`src/rtl/pw_pkg.sv`:
```
package pw_pkg;
  localparam int WORD_W        = 32;
  localparam int RX_STORED_BIT = 4;
  localparam int TX_DONE_BIT   = 0;

  typedef enum logic [3:0] {
    SEL_NONE,
    SEL_CTRL,
    SEL_PAY,
    SEL_RXEN,
    SEL_RXWORD,
    SEL_MST,
    SEL_MIE,
    SEL_IST,
    SEL_IIE
  } reg_sel_e;
endpackage

```
`src/rtl/pw_rst_sync.sv`:
```
module pw_rst_sync (
  input  logic clk,
  input  logic arst_n,
  output logic rst_sn
);
  logic [1:0] sync_q;

  always_ff @(posedge clk or negedge arst_n) begin
    if (!arst_n) sync_q <= 2'b00;
    else         sync_q <= {sync_q[0], 1'b1};
  end

  assign rst_sn = sync_q[1];
endmodule

```
`src/rtl/pw_payload_buf.sv`:
```
module pw_payload_buf #(
  parameter int WORDS = 16,
  parameter int W     = 32,
  localparam int IDX_W = $clog2(WORDS)
) (
  input  logic               clk,
  input  logic               rst_n,
  input  logic               wr_en,
  input  logic [IDX_W-1:0]   wr_idx,
  input  logic [W-1:0]       wr_data,
  output logic [W*WORDS-1:0] words
);
  for (genvar k = 0; k < WORDS; k++) begin : g_word
    logic [W-1:0] word_q, word_d;
    logic         word_ce;

    assign word_ce = wr_en && (wr_idx == IDX_W'(k));

    always_comb begin
      word_d = word_q;
      if (word_ce) word_d = wr_data;
    end

    always_ff @(posedge clk or negedge rst_n) begin
      if (!rst_n) word_q <= '0;
      else        word_q <= word_d;
    end

    assign words[k*W +: W] = word_q;
  end
endmodule

```
`src/rtl/pw_irq_group.sv`:
```
module pw_irq_group #(
  parameter int W = 32
) (
  input  logic         clk,
  input  logic         rst_n,
  input  logic [W-1:0] set_vec,
  input  logic         status_wr,
  input  logic         enable_wr,
  input  logic [W-1:0] wdata,
  output logic [W-1:0] status,
  output logic [W-1:0] enable,
  output logic         pending
);
  logic [W-1:0] status_d, enable_d, clr_vec;

  always_comb begin
    clr_vec  = status_wr ? wdata : '0;
    status_d = (status & ~clr_vec) | set_vec;
    enable_d = enable_wr ? wdata : enable;
  end

  always_ff @(posedge clk or negedge rst_n) begin
    if (!rst_n) begin
      status <= '0;
      enable <= '0;
    end else begin
      status <= status_d;
      enable <= enable_d;
    end
  end

  assign pending = |(status & enable);
endmodule

```
`src/rtl/pw_msg_regs.sv`:
```
module pw_msg_regs
  import pw_pkg::*;
#(
  parameter int ADDR_W     = 20,
  parameter int DEST_W     = 8,
  parameter int PAY_WORDS  = 16,
  parameter int CTRL_OFS   = 'h10200,
  parameter int PAY_OFS    = 'h10210,
  parameter int RXEN_OFS   = 'h10250,
  parameter int RXWORD_OFS = 'h10254,
  parameter int MST_OFS    = 'h10080,
  parameter int MIE_OFS    = 'h10084,
  parameter int IST_OFS    = 'h10088,
  parameter int IIE_OFS    = 'h1008C
) (
  input  logic                        clk,
  input  logic                        rst_n,
  input  logic                        bus_wr,
  input  logic [ADDR_W-1:0]           bus_addr,
  input  logic [WORD_W-1:0]           bus_wdata,
  output logic [WORD_W-1:0]           bus_rdata,
  output logic                        tx_req,
  input  logic                        tx_ack,
  output logic [DEST_W-1:0]           tx_dest,
  output logic [WORD_W*PAY_WORDS-1:0] tx_payload,
  input  logic                        rx_valid,
  input  logic [WORD_W-1:0]           rx_word,
  output logic                        irq
);
  localparam int IDX_W    = $clog2(PAY_WORDS);
  localparam int PAY_SPAN = PAY_WORDS * (WORD_W / 8);
  localparam logic [ADDR_W-1:0] A_MASK = ~ADDR_W'(3);

  logic              rst_sn;
  reg_sel_e          sel;
  logic [ADDR_W-1:0] waddr, pay_off;
  logic [IDX_W-1:0]  pay_idx;

  logic              ready_q, ready_d;
  logic [DEST_W-1:0] dest_q, dest_d;
  logic              rx_en_q, rx_en_d;
  logic [WORD_W-1:0] rx_word_q, rx_word_d;
  logic              accept, store, pay_we;
  logic [WORD_W-1:0] mnt_set, io_set;
  logic [WORD_W-1:0] mnt_status, mnt_en, io_status, io_en;
  logic              mnt_pend, io_pend;

  pw_rst_sync u_rst (.clk(clk), .arst_n(rst_n), .rst_sn(rst_sn));

  // address decode
  always_comb begin
    waddr   = bus_addr & A_MASK;
    pay_off = waddr - ADDR_W'(PAY_OFS);
    pay_idx = pay_off[IDX_W+1:2];
    sel     = SEL_NONE;
    if      (waddr == ADDR_W'(CTRL_OFS))   sel = SEL_CTRL;
    else if (pay_off < ADDR_W'(PAY_SPAN))  sel = SEL_PAY;
    else if (waddr == ADDR_W'(RXEN_OFS))   sel = SEL_RXEN;
    else if (waddr == ADDR_W'(RXWORD_OFS)) sel = SEL_RXWORD;
    else if (waddr == ADDR_W'(MST_OFS))    sel = SEL_MST;
    else if (waddr == ADDR_W'(MIE_OFS))    sel = SEL_MIE;
    else if (waddr == ADDR_W'(IST_OFS))    sel = SEL_IST;
    else if (waddr == ADDR_W'(IIE_OFS))    sel = SEL_IIE;
  end

  assign accept = ready_q && tx_ack;
  assign store  = rx_valid && rx_en_q;
  assign pay_we = bus_wr && (sel == SEL_PAY) && !ready_q;

  // next state: transmit control and receive capture
  always_comb begin
    ready_d   = ready_q;
    dest_d    = dest_q;
    rx_en_d   = rx_en_q;
    rx_word_d = rx_word_q;
    if (accept) begin
      ready_d = 1'b0;
    end else if (!ready_q && bus_wr && sel == SEL_CTRL) begin
      dest_d  = bus_wdata[16 +: DEST_W];
      ready_d = bus_wdata[0];
    end
    if (bus_wr && sel == SEL_RXEN) rx_en_d = bus_wdata[0];
    if (store) rx_word_d = rx_word;
  end

  always_ff @(posedge clk or negedge rst_sn) begin
    if (!rst_sn) begin
      ready_q   <= 1'b0;
      dest_q    <= '0;
      rx_en_q   <= 1'b0;
      rx_word_q <= '0;
    end else begin
      ready_q   <= ready_d;
      dest_q    <= dest_d;
      rx_en_q   <= rx_en_d;
      rx_word_q <= rx_word_d;
    end
  end

  pw_payload_buf #(.WORDS(PAY_WORDS), .W(WORD_W)) u_buf (
    .clk(clk), .rst_n(rst_sn), .wr_en(pay_we), .wr_idx(pay_idx),
    .wr_data(bus_wdata), .words(tx_payload)
  );

  always_comb begin
    mnt_set = '0;
    mnt_set[RX_STORED_BIT] = store;
    io_set  = '0;
    io_set[TX_DONE_BIT] = accept;
  end

  pw_irq_group #(.W(WORD_W)) u_mnt (
    .clk(clk), .rst_n(rst_sn), .set_vec(mnt_set),
    .status_wr(bus_wr && sel == SEL_MST), .enable_wr(bus_wr && sel == SEL_MIE),
    .wdata(bus_wdata), .status(mnt_status), .enable(mnt_en), .pending(mnt_pend)
  );

  pw_irq_group #(.W(WORD_W)) u_io (
    .clk(clk), .rst_n(rst_sn), .set_vec(io_set),
    .status_wr(bus_wr && sel == SEL_IST), .enable_wr(bus_wr && sel == SEL_IIE),
    .wdata(bus_wdata), .status(io_status), .enable(io_en), .pending(io_pend)
  );

  // read mux
  always_comb begin
    case (sel)
      SEL_CTRL:   bus_rdata = {16'(dest_q), 15'd0, ready_q};
      SEL_PAY:    bus_rdata = tx_payload[int'(pay_idx)*WORD_W +: WORD_W];
      SEL_RXEN:   bus_rdata = {31'd0, rx_en_q};
      SEL_RXWORD: bus_rdata = rx_word_q;
      SEL_MST:    bus_rdata = mnt_status;
      SEL_MIE:    bus_rdata = mnt_en;
      SEL_IST:    bus_rdata = io_status;
      SEL_IIE:    bus_rdata = io_en;
      default:    bus_rdata = '0;
    endcase
  end

  assign tx_req  = ready_q;
  assign tx_dest = dest_q;
  assign irq     = mnt_pend || io_pend;
endmodule

```
`config.mk`:
```
export PLATFORM = sky130hd
export DESIGN_NAME = pw_msg_regs
export DESIGN_NICKNAME = d
export VERILOG_FILES = /design/src/rtl/pw_pkg.sv /design/src/rtl/pw_rst_sync.sv /design/src/rtl/pw_payload_buf.sv /design/src/rtl/pw_irq_group.sv /design/src/rtl/pw_msg_regs.sv
export SDC_FILE = /design/constraint.sdc
export NUM_CORES = 1
export LEC_CHECK = 0
export BUFFER_PORTS_ARGS = -buffer_cell sky130_fd_sc_hd__buf_2
export CAP_MARGIN = 20
export CORE_ASPECT_RATIO = 0.8
export CORE_MARGIN = 3
export CORE_UTILIZATION = 55
export CTS_CLUSTER_DIAMETER = 100
export DETAILED_ROUTE_END_ITERATION = 12
export PLACE_DENSITY = 0.86
export SYNTH_ARGS = -nofsm -noshare
export SYNTH_HDL_FRONTEND = slang
export SYNTH_SLANG_ARGS = --single-unit
```
`constraint.sdc`:
```
create_clock -name clk -period 24.7 [get_ports clk]
set_input_delay 2.47 -clock clk [delete_from_list [all_inputs] [get_ports clk]]
set_output_delay 2.47 -clock clk [all_outputs]
set_load 0.05 [all_outputs]
```
==> results of run 1 <==
layout make-up:
class                   count  area, um2
diodes                     14       35.0
inverters                   7       26.3
multi-input cells        1107      13200
clock inverters            26        478
fillers                  3792      18500
flip-flops and latches    684      17100
repair buffers            681       3610
well taps                 750        938
clock buffers              98       2050
routing by layer:
| layer | wire (um) | vias to the layer above | track usage (%) |
|---|---|---|---|
| met5 | 24 | - | 0 |
| met3 | 12800 | 364 | 10.7 |
| met4 | 5610 | 4 | 17.5 |
| li1 | - | 8720 | - |
| met1 | 41400 | 11911 | 48.3 |
| met2 | 51600 | 1629 | 55.7 |
cell families after synthesis:
logic type | Yosys count | synth area share (%)
adders and majority gates | 4 | 0.159
xor gates and xnor gates | 3 | 0.0833
AOI/OAI and AO/OA | 202 | 5.21
DFF | 684 | 54.2
other | 1 | 0.0119
buffers and inverters | 214 | 4.01
muxes | 785 | 34.4
and+or+nand+nor | 112 | 1.90
registers in the layout, indices dropped and copies added (netlist names), 2 cells and up:
name / flops
rx_word_q: 32
tx_dest: 8
u_buf.g_word.word_q: 512
u_io.enable: 32
u_io.status: 32
u_mnt.enable: 32
u_mnt.status: 32
u_rst.sync_q: 2
worst max-delay path, stage by stage:
cell and delay [ns]:
buf_4 0.15, inv_1 0.09, ha_2 0.28, or4b_4 0.50, a211o_1 0.34, or3_1 0.40
o21ai_2 0.08, and4b_4 0.76, mux2i_1 0.38, nand2_1 0.20, buf_2 0.26
per-stage QoR:
step,instance area (um2),setup slack [ns],hold slack [ns],instances
floorplan,31600,4.22,0.331,2005
global placement,34800,16.38,0.338,3224
CTS,37400,16.30,0.372,3352
detailed placement,34900,16.32,0.352,3228
global route,37500,16.11,0.386,3363
finish,37500,16.28,0.372,3367
cell usage in the layout, fill, tap and decap left out, drive strengths merged, types with 4 or more instances in the layout:
cell,n
dfrtp,684
buf,681
mux2,617
mux4,160
clkbuf,98
a21boi,62
nand2,44
a22o,30
a222oi,29
a22oi,23
o211ai,19
a221oi,19
and3,16
diode,14
bufinv,12
inv,10
nand3,8
mux2i,8
o21ai,7
nor3,7
clkinv,7
o2111ai,5
nand4,5
nor4,5
nor2,4
clkinvlp,4
ha,4
worst max-delay path by stage:
stage,startpoint,endpoint,slack (ns),cells past startpoint
floorplan,u_rst.sync_q[1],rx_en_q,4.22,0
global placement,bus_addr[2],bus_rdata[4],16.38,8
detailed placement,bus_addr[2],bus_rdata[4],16.32,8
CTS,bus_addr[2],bus_rdata[4],16.30,8
global route,bus_addr[2],bus_rdata[1],16.11,8
finish,bus_addr[4],bus_rdata[3],16.28,11
report_power, final:
part | internal [mW] | switching (mW) | total [mW]
Sequential | 1.12 | 0.00256 | 1.12
Combinational | 0.0208 | 0.0661 | 0.0869
Clock | 0.708 | 0.460 | 1.17
cell usage after synthesis (8+ instances only):
cell | n | area (um2)
buf_4 | 22 | 165
clkbuf_1 | 89 | 334
mux2_1 | 308 | 3470
a22oi_1 | 23 | 173
buf_6 | 34 | 383
a221oi_1 | 19 | 166
buf_1 | 43 | 161
nand3_1 | 8 | 40.0
mux2_4 | 60 | 901
mux2i_1 | 8 | 80.1
mux2_2 | 249 | 2800
and3_1 | 16 | 100
mux4_2 | 160 | 3600
o211ai_1 | 19 | 143
nand2_1 | 44 | 165
buf_2 | 12 | 60.1
dfrtp_1 | 684 | 17100
a21boi_0 | 62 | 465
a22o_1 | 30 | 263
a222oi_1 | 29 | 290
==> flow_summary.yaml, run 1 <==
clocking:
  worstSkewPairLatency_ns: 0.62
  cts_resized: 0
  clk_path_buf_depth: 3
  post-cts-setup-buffers: 0
  cts-root-buf: "clkbuf_16"
  cts_tree: "built"
  numClockSinks: 684
  cts_hold_buf: 0
  numCtsBuffers: 70
  h-tree-depth: 3
  clk_pin_slew_worst_paths_ns: 0.06
min_path:
  hp-start: "u_rst.sync_q[0]"
  min_path_cells: 0
  hp-class: "flip-flop to flip-flop"
  min_to: "u_rst.sync_q[1]"
drt:
  wl_mm: 112
  ant_nets: 0
  drtIter0Drc: 2489
  vias: 22628
  dr.pass1.iters: 7
  drc: 0
  vias_per_cell: 6.72
  wire_per_inst_um: 33.1
grt:
  globalRouteOverflowTotal: 0
  grt_pass1_vias: 23115
  antenna_found_initial: 17
  grt_first_pass_wirelength_mm: 159
  grt_max_degree: 194
  track_usage_pct: 36.4
timing:
  clock.fmax_mhz: 119
  setup-tns-final_ns: 0
  setup_violations: 0
  rsz0062_at_grt: "no"
  worst-slew-pin-transition_ns: 1.13
  finalHoldViolations: 0
  drv_slew: 0
  fin_crit_ns: 8.42
  fin_crit_sh_pct: 34.1
  max_slew_margin_pct: 24.8
  fin_skew_ns: 0.0366
logic_synthesis:
  synthCells: 2005
  synth_edf_count: 0
  ys_ff_latch: 684
  synth_area_um2: 31600
  synth-async-reset-ratio_pct: 100
  synth_cell_types: 53
  ys.flop_type: "dfrtp_1"
  postSynthAreaPerCell_um2: 15.7
  synth_fp_nets: 2098
  ys_warn_count: 0
  synth_seq_area_share_pct: 54.2
die:
  initial_core_util_pct: 56.4
  die_h_um: 220
  num_rows: 77
  dieWidth_um: 274
  ioPinCount: 643
  coreArea_um2: 56000
  die_area_um2: 60300
final_layout:
  area_growth_pct: 18.8
  final_net_count: 2644
  final_util_pct: 67.0
  drive_above_1_share_pct: 49.5
power_and_ir_drop:
  fin_total_pwr_mw: 2.38
  leakage_nw: 20.0
  power_density_nw_per_um2: 63.4
  ir_worst_vdd_v: 0.0000583
setup_path:
  rrSetupSlack_ns: 20.99
  crit_type: "input pin to output pin"
  reg2regPathDepth: 3
  worstReg2RegStart: "u_rst.sync_q[1]"
  reg2reg_to: "u_buf.g_word[2].word_q[19]"
  cp.required_ns: 22.23
  cp_data_arrival_time_ns: 5.95
  critPathCaptureType: "output pin"
  critPathLaunchType: "input pin"
  crit_path_max_fanout: 51
placement:
  dp_hpwl_mm: 76.2
  port_buffers: 640
  gp_congestion: 0.919
run:
  max_cap_viol_count: 0
run_status:
  status: "finished, final reports clean"
Note: power is estimated with default switching activity, not from simulation.
==> run 2: changes to the inputs <==
--- a/config.mk
+++ b/config.mk
@@ -9,10 +9,10 @@
 export CAP_MARGIN = 20
 export CORE_ASPECT_RATIO = 0.8
 export CORE_MARGIN = 3
-export CORE_UTILIZATION = 55
+export CORE_UTILIZATION = 50
 export CTS_CLUSTER_DIAMETER = 100
 export DETAILED_ROUTE_END_ITERATION = 12
-export PLACE_DENSITY = 0.86
+export PLACE_DENSITY = 0.83
 export SYNTH_ARGS = -nofsm -noshare
 export SYNTH_HDL_FRONTEND = slang
 export SYNTH_SLANG_ARGS = --single-unit
==> constraint.sdc (replaced) <==
create_clock -name clk -period 7.25 [get_ports clk]
set_input_delay 0.725 -clock clk [delete_from_list [all_inputs] [get_ports clk]]
set_output_delay 0.725 -clock clk [all_outputs]
set_load 0.05 [all_outputs]
==> run 2 against run 1 <==
- sequential share of layout area up 0.11 points
- clock power rose to 3.2 times the previous value
- combinational power rose to 3.4 times the previous value
- worst setup slack worse by 14 ns
- clock skew down 0.017 ns
- worst hold slack worse by 0.055 ns
- global-route usage down 3.4 points
- non-clock buffer count unchanged
- core utilization down 6.5 points
- routed wire length down 0.49%
- largest cell class unchanged
==> flow_summary.yaml, run 2 (same netlist as run 1, synthesis figures left out) <==
setup_path:
  critPathLaunchType: "input pin"
  crit_path_max_incr_delay_ns: 0.85
  crit_type: "input pin to output pin"
  crit_path_max_fanout: 18
  cp.required_ns: 6.52
  crit_slowest_cell: "and4b_1"
  cp_data_arrival_time_ns: 4.35
  rrSetupSlack_ns: 4.37
  critPathCaptureType: "output pin"
  crit_top_cell: "buf_4"
  crit_chain: "buf_4 -> inv_1 -> ha_2 -> or4b_4 -> a211o_1 -> or3_1 -> o21ai_2 -> and4b_1 -> buf_4 -> nand2_1 -> o211ai_1 -> buf_2"
timing:
  setup-tns-final_ns: 0
  worst_slack_ns: 2.18
  fin_skew_ns: 0.0200
  rsz0062_at_grt: "no"
  worst-slew-pin-transition_ns: 1.17
  fin_crit_ns: 5.07
  drv_slew: 0
  fin_crit_sh_pct: 70.0
  max_slew_margin_pct: 22.2
  clock.fmax_mhz: 197
  finalHoldViolations: 0
  setup_violations: 0
  hold_slack_ns: 0.318
placement:
  dp_hpwl_mm: 76.9
  pre_cts_slack_ns: 2.08
  gp_congestion: 0.927
  placed_area_um2: 35000
  port_buffers: 640
  dp_cells: 3307
drt:
  vias: 22200
  vias_per_cell: 6.45
  ant_nets: 0
  drtIter0Drc: 2280
  dr.pass1.iters: 7
  wire_per_inst_um: 32.3
  drc: 0
  wl_mm: 111
grt:
  grt_pass1_vias: 22904
  grt_first_pass_wirelength_mm: 159
  globalRouteOverflowTotal: 0
  antenna_found_initial: 19
  track_usage_pct: 33.0
  grt_max_degree: 161
clocking:
  post-cts-setup-buffers: 0
  numCtsBuffers: 69
  clk_pin_slew_worst_paths_ns: 0.07
  numClockSinks: 684
  cts-root-buf: "clkbuf_16"
  h-tree-depth: 3
  worstSkewPairLatency_ns: 0.62
  cts_resized: 0
  clk_path_buf_depth: 3
  cts_tree: "built"
power_and_ir_drop:
  clock_power_share_pct: 47.5
  fin_total_pwr_mw: 7.86
  leakage_nw: 19.9
  p_seq_share_pct: 48.7
  cellInternalPower_mw: 6.06
  p_switching_mw: 1.80
  power_density_nw_per_um2: 210
  ir_worst_vdd_v: 0.000201
  comb_power_share_pct: 3.8
  switching_share_pct: 22.9
die:
  initial_core_util_pct: 51.0
  die_h_um: 231
  ioPinCount: 643
  die_area_um2: 66200
  num_rows: 81
  coreArea_um2: 61800
  dieWidth_um: 287
final_layout:
  fill_cells: 4651
  final_util_pct: 60.5
  area_growth_pct: 18.5
  design_area_um2: 37400
  final_common_cell: "dfrtp_1"
  largest_reg_flops: 512
  final_cells: 3440
  mostFrequentLayoutCells: "dfrtp_1 (683), buf_2 (637), mux2_1 (308)"
  top_register: "u_buf.g_word.word_q"
  drive_above_1_share_pct: 49.3
  final_net_count: 2643
run:
  max_cap_viol_count: 0
run_status:
  status: "finished, final reports clean"
min_path:
  hp-class: "input pin to flip-flop"
-- run 2: cell count changes in the layout (fill, tap and decap cells not counted), moves of 2 or more --
| cell | change |
|---|---|
| bufinv_16 | -7 |
| clkbuf_8 | +3 |
| clkinv_2 | +3 |
| clkinvlp_4 | -3 |
| diode_2 | -3 |
| clkbuf_1 | +2 |
-- run 2: path summary, 6_finish.rpt --
path	start	endpoint	depth (start not counted)
worst max-delay path	bus_addr[4]	bus_rdata[10]	12
worst min-delay path	tx_ack	tx_req	2
worst max register to register	tx_req	u_buf.g_word[1].word_q[1]	6
worst min register to register	u_rst.sync_q[0]	u_rst.sync_q[1]	0
max in group asynchronous	u_rst.sync_q[1]	rx_word_q[13]	2
min in group asynchronous	rst_n	u_rst.sync_q[1]	2
-- run 2: layer usage --
| metal | vias to the layer above | wire, um | global-route usage [%] |
|---|---|---|---|
| li1 | 8706 | - | - |
| met1 | 11782 | 43300 | 44.1 |
| met2 | 1372 | 51300 | 50.5 |
| met3 | 334 | 11200 | 9.63 |
| met4 | 6 | 5220 | 14.6 |
| met5 | - | 41 | 0 |
-- run 2: power by group through the flow --
stage	Clock [mW]	Sequential, mW	Combinational, mW
finish	3.73	3.83	0.298
global route	3.92	3.83	0.320
CTS	3.77	3.83	0.298
detailed placement	0	3.90	0.297
global placement	0	3.90	0.287
floorplan	0	3.95	0.129
-- run 2: layout make-up --
type                    count  area, um2  share of cell area [%]
repair buffers            681       3610                    9.67
multi-input cells        1107      13200                    35.4
clock buffers             102       2070                    5.55
clock inverters            18        263                   0.703
inverters                   7       26.3                  0.0703
well taps                 830       1040                    2.78
flip-flops and latches    684      17100                    45.8
diodes                     11       27.5                  0.0736
-- run 2: critical path, delay by kind of cell --
family | cells | cell delay, ns
AND/OR/NAND/NOR | 4 | 1.81
AO/OA/AOI/OAI | 3 | 0.63
adder cells (fa/ha/maj) | 1 | 0.28
buffers and inverters | 4 | 0.87
-- run 2: repair_timing --
| action | in CTS | in global routing |
|---|---|---|
| setup endpoints to repair | 0 | 0 |
| hold buffers | 1 | 0 |
| endpoints found under the hold margin | 2 | 0 |
